File: src/rtl/mbx_pkg.sv
// Shared constants for the command mailbox.
// Holds the reason-vector bit positions and the status/flag bit positions
// that the two processors decode. Assumes an 8-bit coprocessor status byte.
package mbx_pkg;
    localparam int REASON_W     = 2;
    localparam int RSN_EMPTY    = 0;   // buffer-empty reason bit
    localparam int RSN_READY    = 1;   // data-ready reason bit
    localparam int COP_W        = 8;
    localparam int STAT_CMD_BIT = 7;   // to-coprocessor flag in status byte
    localparam int STAT_RPL_N   = 6;   // inverted to-host flag in status byte
    localparam int PIN_CMD_BIT  = 3;   // to-coprocessor flag on flag pins
    localparam int PIN_RPL_BIT  = 7;   // to-host flag on flag pins

    typedef struct packed {
        logic to_cop;
        logic to_host;
    } mbx_flags_t;
endpackage

File: src/rtl/mbx_channel.sv
// One direction of the mailbox: a data latch plus its ready flag.
// The writer sets the flag, the reader clears it, and a clear request wipes it.
// A clear request beats a write, and a write beats a read.
// Assumes strobes are single-cycle and already gated by the caller.
module mbx_channel #(
    parameter int DATA_W = 16
) (
    input  logic              clk,
    input  logic              rst_n,
    input  logic              clr,
    input  logic              wr,
    input  logic [DATA_W-1:0] wdata,
    input  logic              rd,
    output logic [DATA_W-1:0] data,
    output logic              ready
);
    // Capture the word on a write; hold it otherwise.
    always_ff @(posedge clk) begin
        if (!rst_n)  data <= '0;
        else if (wr) data <= wdata;
    end

    // Ready flag: clear request first, then set, then consume.
    always_ff @(posedge clk) begin
        if (!rst_n)    ready <= 1'b0;
        else if (clr)  ready <= 1'b0;
        else if (wr)   ready <= 1'b1;
        else if (rd)   ready <= 1'b0;
    end

    assert_set_wins_R3: assert property (@(posedge clk) disable iff (!rst_n)
        (wr && !clr) |=> ready);
    assert_clear_flag_R6: assert property (@(posedge clk) disable iff (!rst_n)
        clr |=> !ready);
    assert_latch_hold_R10: assert property (@(posedge clk) disable iff (!rst_n)
        !wr |=> $stable(data));
endmodule

File: src/rtl/mbx_ctrl.sv
// Host control register and the coprocessor reset it drives.
// When the low two bits of a written value are both zero, this module asks for
// both flags to be cleared in the same cycle. Reset is held while bits 1:0 are 00.
module mbx_ctrl #(
    parameter int CTRL_W = 16
) (
    input  logic              clk,
    input  logic              rst_n,
    input  logic              wr,
    input  logic [CTRL_W-1:0] wdata,
    output logic [CTRL_W-1:0] ctrl_q,
    output logic              clr_flags,
    output logic              cop_reset
);
    // Store the control value written by the host.
    always_ff @(posedge clk) begin
        if (!rst_n)  ctrl_q <= '0;
        else if (wr) ctrl_q <= wdata;
    end

    // Flag wipe request accompanies a write that parks the coprocessor.
    always_comb clr_flags = wr && (wdata[1:0] == 2'b00);

    // Coprocessor stays in reset while both low control bits are zero.
    always_comb cop_reset = (ctrl_q[1:0] == 2'b00);

    assert_release_R6: assert property (@(posedge clk) disable iff (!rst_n)
        (wr && wdata[1:0] != 2'b00) |=> !cop_reset);
endmodule

File: src/rtl/mbx_irq.sv
// Host interrupt reason decode.
// Buffer empty needs both low control bits set and the command latch consumed.
// Data ready needs control bit 1 and a pending reply. Purely combinational.
module mbx_irq
    import mbx_pkg::*;
(
    input  logic [1:0]          ctrl_lo,
    input  mbx_flags_t          flags,
    output logic [REASON_W-1:0] reason,
    output logic                irq
);
    // Build each reason bit from the control bits and the flags.
    always_comb begin
        reason            = '0;
        reason[RSN_EMPTY] = (ctrl_lo == 2'b11) && !flags.to_cop;
        reason[RSN_READY] = ctrl_lo[1] && flags.to_host;
    end

    // Any active reason raises the host interrupt.
    always_comb irq = |reason;
endmodule

File: src/rtl/cmd_mailbox.sv
// Top of the host/coprocessor command mailbox.
// Joins the two channels, the control register and the interrupt decode. It
// gates the coprocessor strobes while the coprocessor is in reset and drives the
// coprocessor status byte and flag pins. Assumes one clock domain, with both
// processors' strobes already registered into it.
module cmd_mailbox
    import mbx_pkg::*;
#(
    parameter int DATA_W = 16,
    parameter int CTRL_W = 16
) (
    input  logic                clk,
    input  logic                rst_n,
    input  logic                host_cmd_wr,
    input  logic [DATA_W-1:0]   host_cmd_data,
    input  logic                host_reply_rd,
    output logic [DATA_W-1:0]   host_reply_data,
    input  logic                host_ctrl_wr,
    input  logic [CTRL_W-1:0]   host_ctrl_wdata,
    output logic [1:0]          host_status,
    output logic                host_irq,
    output logic [REASON_W-1:0] host_irq_reason,
    input  logic                cop_cmd_rd,
    output logic [DATA_W-1:0]   cop_cmd_data,
    input  logic                cop_reply_wr,
    input  logic [DATA_W-1:0]   cop_reply_data,
    output logic [COP_W-1:0]    cop_status,
    output logic [COP_W-1:0]    cop_flags,
    output logic                cop_cmd_irq,
    output logic                cop_reset
);
    localparam int NCHAN = 2;

    logic [CTRL_W-1:0] ctrl_q;
    logic              clr_flags;
    logic              cop_rd_g;
    logic              cop_wr_g;
    mbx_flags_t        flags;
    logic [NCHAN-1:0]  flag_vec;

    mbx_ctrl #(.CTRL_W(CTRL_W)) u_ctrl (
        .clk       (clk),
        .rst_n     (rst_n),
        .wr        (host_ctrl_wr),
        .wdata     (host_ctrl_wdata),
        .ctrl_q    (ctrl_q),
        .clr_flags (clr_flags),
        .cop_reset (cop_reset)
    );

    // Drop coprocessor strobes while the coprocessor is parked.
    always_comb begin
        cop_rd_g = cop_cmd_rd   && !cop_reset;
        cop_wr_g = cop_reply_wr && !cop_reset;
    end

    mbx_channel #(.DATA_W(DATA_W)) u_to_cop (
        .clk   (clk),
        .rst_n (rst_n),
        .clr   (clr_flags),
        .wr    (host_cmd_wr),
        .wdata (host_cmd_data),
        .rd    (cop_rd_g),
        .data  (cop_cmd_data),
        .ready (flags.to_cop)
    );

    mbx_channel #(.DATA_W(DATA_W)) u_to_host (
        .clk   (clk),
        .rst_n (rst_n),
        .clr   (clr_flags),
        .wr    (cop_wr_g),
        .wdata (cop_reply_data),
        .rd    (host_reply_rd),
        .data  (host_reply_data),
        .ready (flags.to_host)
    );

    mbx_irq u_irq (
        .ctrl_lo (ctrl_q[1:0]),
        .flags   (flags),
        .reason  (host_irq_reason),
        .irq     (host_irq)
    );

    // One-cycle command interrupt after an accepted host command write.
    always_ff @(posedge clk) begin
        if (!rst_n) cop_cmd_irq <= 1'b0;
        else        cop_cmd_irq <= host_cmd_wr && !clr_flags;
    end

    // Host view of both flags: bit 1 command pending, bit 0 reply pending.
    always_comb flag_vec = {flags.to_cop, flags.to_host};
    always_comb host_status = flag_vec;

    // Place flags into the coprocessor status byte and onto its flag pins.
    for (genvar b = 0; b < COP_W; b++) begin : g_cop_bits
        if (b == STAT_CMD_BIT) begin : g_s_cmd
            assign cop_status[b] = flags.to_cop;
        end else if (b == STAT_RPL_N) begin : g_s_rpl
            assign cop_status[b] = !flags.to_host;
        end else begin : g_s_zero
            assign cop_status[b] = 1'b0;
        end
        if (b == PIN_CMD_BIT) begin : g_p_cmd
            assign cop_flags[b] = flags.to_cop;
        end else if (b == PIN_RPL_BIT) begin : g_p_rpl
            assign cop_flags[b] = flags.to_host;
        end else begin : g_p_zero
            assign cop_flags[b] = 1'b0;
        end
    end

    assert_cmd_irq_flag_R2: assert property (@(posedge clk) disable iff (!rst_n)
        cop_cmd_irq |-> flags.to_cop);
    assert_reply_ignored_R7: assert property (@(posedge clk) disable iff (!rst_n)
        (cop_reset && !flags.to_host) |=> !flags.to_host);
    assert_parked_quiet_R8: assert property (@(posedge clk) disable iff (!rst_n)
        cop_reset |-> !host_irq);
    assert_cmd_read_R3: assert property (@(posedge clk) disable iff (!rst_n)
        (cop_cmd_rd && !cop_reset && !host_cmd_wr) |=> !flags.to_cop);
endmodule

File: config.mk
export PLATFORM = sky130hd
export DESIGN_NAME = cmd_mailbox
export DESIGN_NICKNAME = d
export VERILOG_FILES = /design/src/rtl/mbx_pkg.sv /design/src/rtl/mbx_channel.sv /design/src/rtl/mbx_ctrl.sv /design/src/rtl/mbx_irq.sv /design/src/rtl/cmd_mailbox.sv
export SDC_FILE = /design/constraint.sdc
export NUM_CORES = 1
export LEC_CHECK = 0
export BUFFER_PORTS_ARGS = -buffer_cell sky130_fd_sc_hd__buf_4
export CELL_PAD_IN_SITES_DETAIL_PLACEMENT = 2
export CELL_PAD_IN_SITES_GLOBAL_PLACEMENT = 2
export CORE_ASPECT_RATIO = 0.6
export CORE_MARGIN = 5
export CORE_UTILIZATION = 29
export DETAILED_ROUTE_END_ITERATION = 10
export GPL_ROUTABILITY_DRIVEN = 0
export GPL_TIMING_DRIVEN = 0
export PLACE_DENSITY_LB_ADDON = 0.1
export SYNTH_ARGS = -nofsm -noshare
export SYNTH_HDL_FRONTEND = slang
export SYNTH_HIERARCHICAL = 1
export SYNTH_SLANG_ARGS = --single-unit
File: constraint.sdc
create_clock -name clk -period 1.7 [get_ports clk]
set_input_delay 0.17 -clock clk [delete_from_list [all_inputs] [get_ports clk]]
set_output_delay 0.17 -clock clk [all_outputs]
set_load 0.02 [all_outputs]
Yosys cells after proc, flatten, opt, wreduce, memory -nomap -nowiden

Cells that the tools add are included.
Widths: inputs -> output; s select.

Word-level logic and storage cells: 28
Output and inout bits: 55
Register bits: 37

Eq/ne operators: 1
Multiplexer cells: 4
Bitwise operators: 1
Reduce and logical (&&, ||, !) cells: 16

Operators with widths:

| kind               | number |
|---|---|
| $logic_and 1x1->1  | 6 |
| $logic_not 1->1    | 4 |
| $logic_not 2->1    | 2 |
| $mux 1             | 4 |
| $reduce_bool 2->1  | 2 |
| $reduce_or 2->1    | 2 |
| $eq 2x2->1 const B | 1 |
| $not 1->1          | 1 |

Logic depth before layout (Yosys ltp)

Gate-level depths: netlist of run 1.

Depth in word-level cells: 5
Depth in mapped cells: 6
Depth with buffers taken out: 4

Cells and area by module

Netlist of run 1, hierarchy kept.

By module, submodules not included:

| module      | area each (sq um) | times used | seq. area each (sq um) | cells each |
|---|---|---|---|---|
| mbx_channel | 655.6             | 2          | 340.3                  | 55 |
| mbx_ctrl    | 626.9             | 1          | 320.3                  | 53 |
| cmd_mailbox | 161.4             | 1          | 20.0                   | 21 |
| mbx_irq     | 33.8              | 1          | 0.0                    | 4 |

Least setup slack after synthesis of run 1

Ideal clock, no wire load.

Kind: reg-to-reg
From: reg u_ctrl.ctrl_q[1]
To: reg u_to_host.ready
Buffers on the path: 2
Required time: 1.584 ns
Setup time: 0.116 ns
Data arrival time: 1.275 ns
Stages on the path, launching flop included: 6
Slack: 0.308 ns
Cells stage by stage: dfxtp_1 > nor2_1 > nor2b_1 > buf_6 > buf_12 > o211a_1

Word-level cells in the longest chain between the ends: 4
Elaborated cells on any way between the ends: 5

RTL lines:

| element                                     | line              | RTL |
|---|---|---|
| from (decl)                                 | mbx_ctrl.sv:11    | `output logic [CTRL_W-1:0] ctrl_q,` |
| from (signal assigned)                      | mbx_ctrl.sv:18    | `else if (wr) ctrl_q <= wdata;` |
| $logic_not 2->1 *                           | mbx_ctrl.sv:25    | `always_comb cop_reset = (ctrl_q[1:0] == 2'b00);` |
| net cop_reset                               | cmd_mailbox.sv:30 | `output logic cop_reset` |
| $logic_not 1->1 *                           | cmd_mailbox.sv:54 | `cop_wr_g = cop_reply_wr && !cop_reset;` |
| $logic_and 1x1->1 *                         | cmd_mailbox.sv:54 |  |
| net cop_wr_g                                | cmd_mailbox.sv:37 | `logic cop_wr_g;` |
| $mux 1 or $reduce_bool 2->1 (tied branches) | --                |  |
| to (signal assigned)                        | mbx_channel.sv:26 | `else if (clr) ready <= 1'b0;` |
| to (signal assigned)                        | mbx_channel.sv:27 | `else if (wr) ready <= 1'b1;` |
| to (signal assigned)                        | mbx_channel.sv:28 | `else if (rd) ready <= 1'b0;` |
| to (decl)                                   | mbx_channel.sv:15 | `output logic ready` |

The timed path passes the listed nets; every way through them passes the cells marked *.
A chain may end at the register's enable or synchronous reset.

Worst setup path after layout of run 1

From: reg u_ctrl.ctrl_q[1]
To: reg u_to_host.data[11]

Word-level cells in the longest chain between the ends: 3

RTL lines:

| element              | line              | RTL |
|---|---|---|
| $logic_not 2->1      | mbx_ctrl.sv:25    |  |
| $logic_not 1->1      | cmd_mailbox.sv:54 |  |
| $logic_and 1x1->1    | cmd_mailbox.sv:54 |  |
| net cop_wr_g         | cmd_mailbox.sv:37 |  |
| to (signal assigned) | mbx_channel.sv:20 | `else if (wr) data <= wdata;` |
| to (decl)            | mbx_channel.sv:14 | `output logic [DATA_W-1:0] data,` |

The timed path passes the listed nets, and every way through them passes these cells.

==> results of run 1 <==
-- power breakdown --
group          internal, mW  switching [mW]  leakage (nW)  total [mW]
Combinational         0.235           0.207         0.842       0.443
Clock                 0.322           0.301        0.0443       0.623
Sequential            0.915          0.0306         0.304       0.945
Total                  1.47           0.539          1.19        2.01
-- cells in the final DEF (no fill, tap or decap), drive strengths merged --
cell    instances
and2            2
and3b           1
buf           103
clkbuf          9
conb           12
dfxtp          37
inv             3
mux2i          34
nor2            1
nor2b          39
nor3b           1
o211a           2
o21a            1
-- through the flow --
step	instances	utilization, %	worst slack, ns	hold WS, ns	cell area [um2]
final	314	44.6	0.251	0.144	2450
after global routing	314	44.6	0.157	0.137	2450
after CTS	314	44.6	0.219	0.134	2450
after detailed placement	307	43.1	0.289	0.436	2360
after global placement	307	43.1	0.392	0.428	2360
after floorplan	156	-	0.308	0.298	1660
-- per-layer routing --
| layer | GRT usage [%] | wire, um |
|---|---|---|
| met5 | 0 | 0 |
| met4 | 4.78 | 41 |
| met3 | 5.66 | 385 |
| met2 | 25.9 | 2450 |
| met1 | 13.3 | 1800 |
-- state kept, by name, indices dropped and copies added, names as in the netlist --
signal and count:
u_ctrl/ctrl_q 2, cop_cmd_irq 1, u_to_cop/data 16, u_to_cop/ready 1, u_to_host/ready 1, u_to_host/data 16
-- area by class of cell --
| type | count | area, um2 |
|---|---|---|
| tap | 69 | 86.3 |
| clock buffer | 7 | 86.3 |
| timing repair buffer | 82 | 616 |
| sequential | 37 | 741 |
| fill | 594 | 3040 |
| buffer | 23 | 214 |
| inverter | 3 | 11.3 |
| multi-input combinational | 93 | 697 |
-- critical path: stages, from the launching register on --
cell and delay (ns):
dfxtp_1 0.39, nor2_1 0.09, nor2b_1 0.16, buf_6 0.18
buf_12 0.15, mux2i_1 0.25, nor2b_1 0.10
-- path summary, 6_finish.rpt --
| check | startpoint | endpoint | depth (start not counted) | slack [ns] |
|---|---|---|---|---|
| worst max-delay path | u_ctrl/ctrl_q[1] | u_to_host/data[11] | 6 | 0.25 |
| worst min-delay path | cop_reply_data[5] | u_to_host/data[5] | 3 | 0.14 |
| worst max register to register | u_ctrl/ctrl_q[1] | u_to_host/data[11] | 6 | 0.25 |
| worst min register to register | u_to_cop/data[1] | u_to_cop/data[1] | 2 | 0.53 |
==> metrics.txt, run 1 <==
clk sink count=37; Worst-Skew Late Latency=0.28 ns; Final setup viols=0; Layout area overhead=51.2%; first-pass GRT wire length=7460 um; die width=107 um; final hold violations=0; Gate Count Post-Synth=145; root buffer cell=clkbuf_8; mapped cell area=0.00162 mm2; Tmin final=1.45 ns; final worst-path cycle share=85.2%; Lkg Pwr=1.19 nW; DR iter-0 viols=4; Max H-tree Level=2; TritonCTS Buffers=5; largest net degree at the start of global routing=20; Port Buf Inserts=82; I/O pin total=110; Mean Syn Cell Area=11.2 um2; Power Dens Cells=820 mW/mm2; CTS Buffer Depth=2; Slew Viols, Final=0; Max Cap Violations=0; post-CTS resize count=0; Crit Path Category=reg2reg; drt first pass iters=2; WP data arrival=1.61 ns; row cnt=21; CP Max Fanout=10; number of nets in the layout=300; Vias=1321; Starting Density=29.5%; total power=2.01 mW; die area=0.00724 mm2; Setup Skew=0.00399 ns; Worst-path clk slew=0.07 ns; overall routing resource usage=13.4%; CTS tree=built; status=finished, final reports clean; peak supply drop=0.291 mV; vias in the first global route=1513; total grt overflow=0; Placeable Area=0.00549 mm2; dpl hpwl=3810 um; via density per instance=4.21; Critical Path End Type=flip-flop; Wirelength per Cell=14.9 um; Remaining DRCs=0; diode count=0; Post-Route WL=4680 um; RSZ-0062 raised after global routing=no; required time at the worst-slack endpoint=1.86 ns; # hold bufs at CTS=0; post-route ant nets=0; Hold WC Path Type=in2reg; fmax=690 MHz; setup TNS=0 ns; initial antenna violation count=0; Yosys warning total=6; Die Y=67.9 um; ratio of cells with drive above 1 in the final layout=44.9%; setup bufs post-CTS=0; startpoint types=flip-flop
(Power assumes the default switching activity.)
==> run 2, diff against run 1 <==
- CORE_UTILIZATION: 29 -> 23
- SYNTH_HIERARCHICAL: 1 -> not set
==> run 2 against run 1 <==
  * Critical path depth down 3
  * Clock skew about the same
  * Synthesized area down 4.2%
  * Global-route usage down 2.0 points
  * Cell area up 0.10%
  * Die area up 18%
  * Combinational power down 5.4%
  * Wire length up 1.7%
  * Final cell count up 12%
  * Critical path type is now reg2out
==> metrics.txt, run 2 <==
Die Y=73.6 um (+8.4%); root buffer cell=clkbuf_16; TritonCTS Buffers=5 (unchanged); post-CTS resize count=0 (unchanged); M3 GR Usage=4.53% (-1.1 points); Placement Cell Area=0.00231 mm2 (-2.3%); final std cells w/o fill=352 (+12%); final hold violations=0 (unchanged); number of synthesized register bits=37; Hold WC Path Type=in2reg; path depth of the worst reg2reg path=3 (-3); GR peak layer=met2; top post-synthesis cells by area=dfxtp_1 (48%), mux2i_1 (12%), buf_4 (8.2%); row cnt=23 (+9.5%); Yosys warning total=0 (-6); Tmin final=1.53 ns (+0.0770 ns); # hold bufs at CTS=0 (unchanged); Finished Cell Area=0.00245 mm2 (+0.10%); sw frac=26.3% (-0.51 points); leading area contributor after synthesis=dfxtp_1; initial antenna violation count=0 (unchanged); die width=116 um (+9.0%); Max H-tree Level=2 (unchanged); largest net degree at the start of global routing=13 (-35%); Post-synth EDFFs=0; hold_sp=cop_reply_data[5]; Gate Count Post-Synth=165 (+14%); Fill cells=777 (+31%); fmax=655 MHz (-5.0%); Net Sw Power=0.593 mW (+10%); Port Buf Inserts=81 (-1.2%); post-route ant nets=0 (unchanged); first-pass GRT wire length=7620 um (+2.1%); Crit Path Category=reg2out; most frequent cells in the layout=buf_4 (98), dfxtp_1 (37), nor2b_1 (19); Post-synth top cells=dfxtp_1 (37), nor2b_1 (19), mux2i_1 (18), buf_4 (17); CTS Buffer Depth=2 (unchanged); Setup Skew=0.00425 ns (+0.000266 ns); Async S/R FF share, synth=0%; I/O pin total=110 (unchanged); setup bufs post-CTS=0 (unchanged); CP Max Fanout=5 (-5); Largest regs=u_to_cop.data (16), u_to_host.data (16), u_ctrl.ctrl_q (2); status=finished, final reports clean; RSZ-0062 raised after global routing=no; Sequential Power Share=42.0% (-5.0 points); met2 global-route usage=16.3% (-9.7 points); ratio of cells with drive above 1 in the final layout=44.5% (-0.37 points); Vias=1416 (+7.2%); DR iter-0 viols=17 (+13); Post-Route WL=4760 um (+1.7%); Layout area overhead=58.0%; most common cell after layout, fill and taps aside=buf_4; most frequent cell after synthesis=dfxtp_1; worst hold endpoint=u_to_host.data[5]; Hold WS=0.138 ns (-0.00674 ns); Final setup viols=0 (unchanged); worst r2r dst=u_to_host.data[13]; startpoint types=flip-flop; hold path cells=3 (unchanged); Wirelength per Cell=13.5 um (-9.3%); final worst-path cycle share=89.8% (+4.5 points); Remaining DRCs=0 (unchanged); pre-CTS WS=0.458 ns (+0.169 ns); Placeable Area=0.00662 mm2 (+21%); total power=2.26 mW (+12%); share of Yosys cell area claimed by the top area cell type=47.7%; Starting Density=23.5% (-6.1 points); via density per instance=4.02 (-4.4%); total grt overflow=0 (unchanged); vias in the first global route=1500 (-0.86%); overall routing resource usage=11.5% (-2.0 points); Slew Viols, Final=0 (unchanged); number of nets in the layout=319 (+6.3%); diode count=0 (unchanged); CTS tree=built; top_reg_cell synth=dfxtp_1; required time at the worst-slack endpoint=1.53 ns (-0.33 ns); Worst-Skew Late Latency=0.28 ns (about the same); WP data arrival=1.36 ns (-0.25 ns); drt first pass iters=3 (+1); Worst-path clk slew=0.06 ns (about the same); GR Layer Usage met1=16.1% (+2.8 points); library cells used by synthesis=21; clock share of power=39.4% (+8.4 points); Lkg Pwr=1.21 nW (+1.4%); RR Startpoint=u_ctrl.ctrl_q[0]; Int Pwr=1.66 mW (+13%); clk sink count=37 (unchanged); reg-to-reg setup timing slack=0.56 ns (+0.31 ns); Power Dens Cells=919 mW/mm2 (+12%); Gate power share=18.6% (-3.4 points); die area=0.00855 mm2 (+18%); Critical Path End Type=output pin; peak supply drop=0.419 mV (+44%); Max Cap Violations=0 (unchanged); dpl hpwl=3840 um (+0.64%); setup TNS=0 ns (unchanged); mapped cell area=0.00155 mm2 (-4.2%); setup ws final=0.174 ns (-0.0770 ns); Final Core Density=37.1% (-7.6 points); post-synthesis sequential area ratio=47.7%; Mean Syn Cell Area=9.41 um2 (-16%); Placed Instances=344 (+12%)
run 2: layout make-up:
class / count / area, um2 / share of cell area, %
Buffer: 28 / 205 / 8.36
Clock buffer: 5 / 125 / 5.10
Clock inverter: 3 / 17.5 / 0.714
Inverter: 3 / 11.3 / 0.459
Multi-Input combinational cell: 108 / 637 / 26.0
Sequential cell: 37 / 741 / 30.2
Tap cell: 87 / 109 / 4.44
Timing Repair Buffer: 81 / 608 / 24.8
run 2: kinds of logic after synthesis:
logic type / Yosys count / synth area share [%]
flip-flops: 37 / 47.7
other: 1 / 0.242
AND/OR/NAND/NOR: 57 / 18.9
AO/OA/AOI/OAI: 21 / 7.65
multiplexers: 18 / 11.6
buffers and inverters: 31 / 13.9
run 2: critical path, stage by stage, from the launching register on:
cell     delay [ns]
dfxtp_1        0.40
and3b_2        0.24
or2_2          0.29
buf_4          0.16
run 2: metal layers:
layer | part of all wire, % | vias up
li1 | - | 706
met1 | 47 | 659
met2 | 43 | 49
met3 | 8.9 | 2
met4 | 0.82 | 0
met5 | 0 | -
run 2: worst max path at each step:
stage	from	end	slack (ns)	cells after the start
5_1_grt	u_to_cop.ready	host_irq	0.1	3
3_3_place_gp	u_to_cop.ready	host_irq	0.48	3
2_1_floorplan	u_to_cop.ready	host_irq	0.56	2
4_1_cts	u_to_cop.ready	host_irq	0.16	3
6_report	u_to_cop.ready	host_irq	0.17	3
3_5_place_dp	u_to_cop.ready	host_irq	0.46	3
run 2: power groups by stage:
stage	Sequential (mW)	Clock [mW]	Combinational, mW
after floorplan	1.01	0	0.186
after global placement	0.965	0	0.422
after detailed placement	0.966	0	0.427
after CTS	0.947	0.920	0.428
after global routing	0.954	0.971	0.457
final	0.947	0.890	0.419
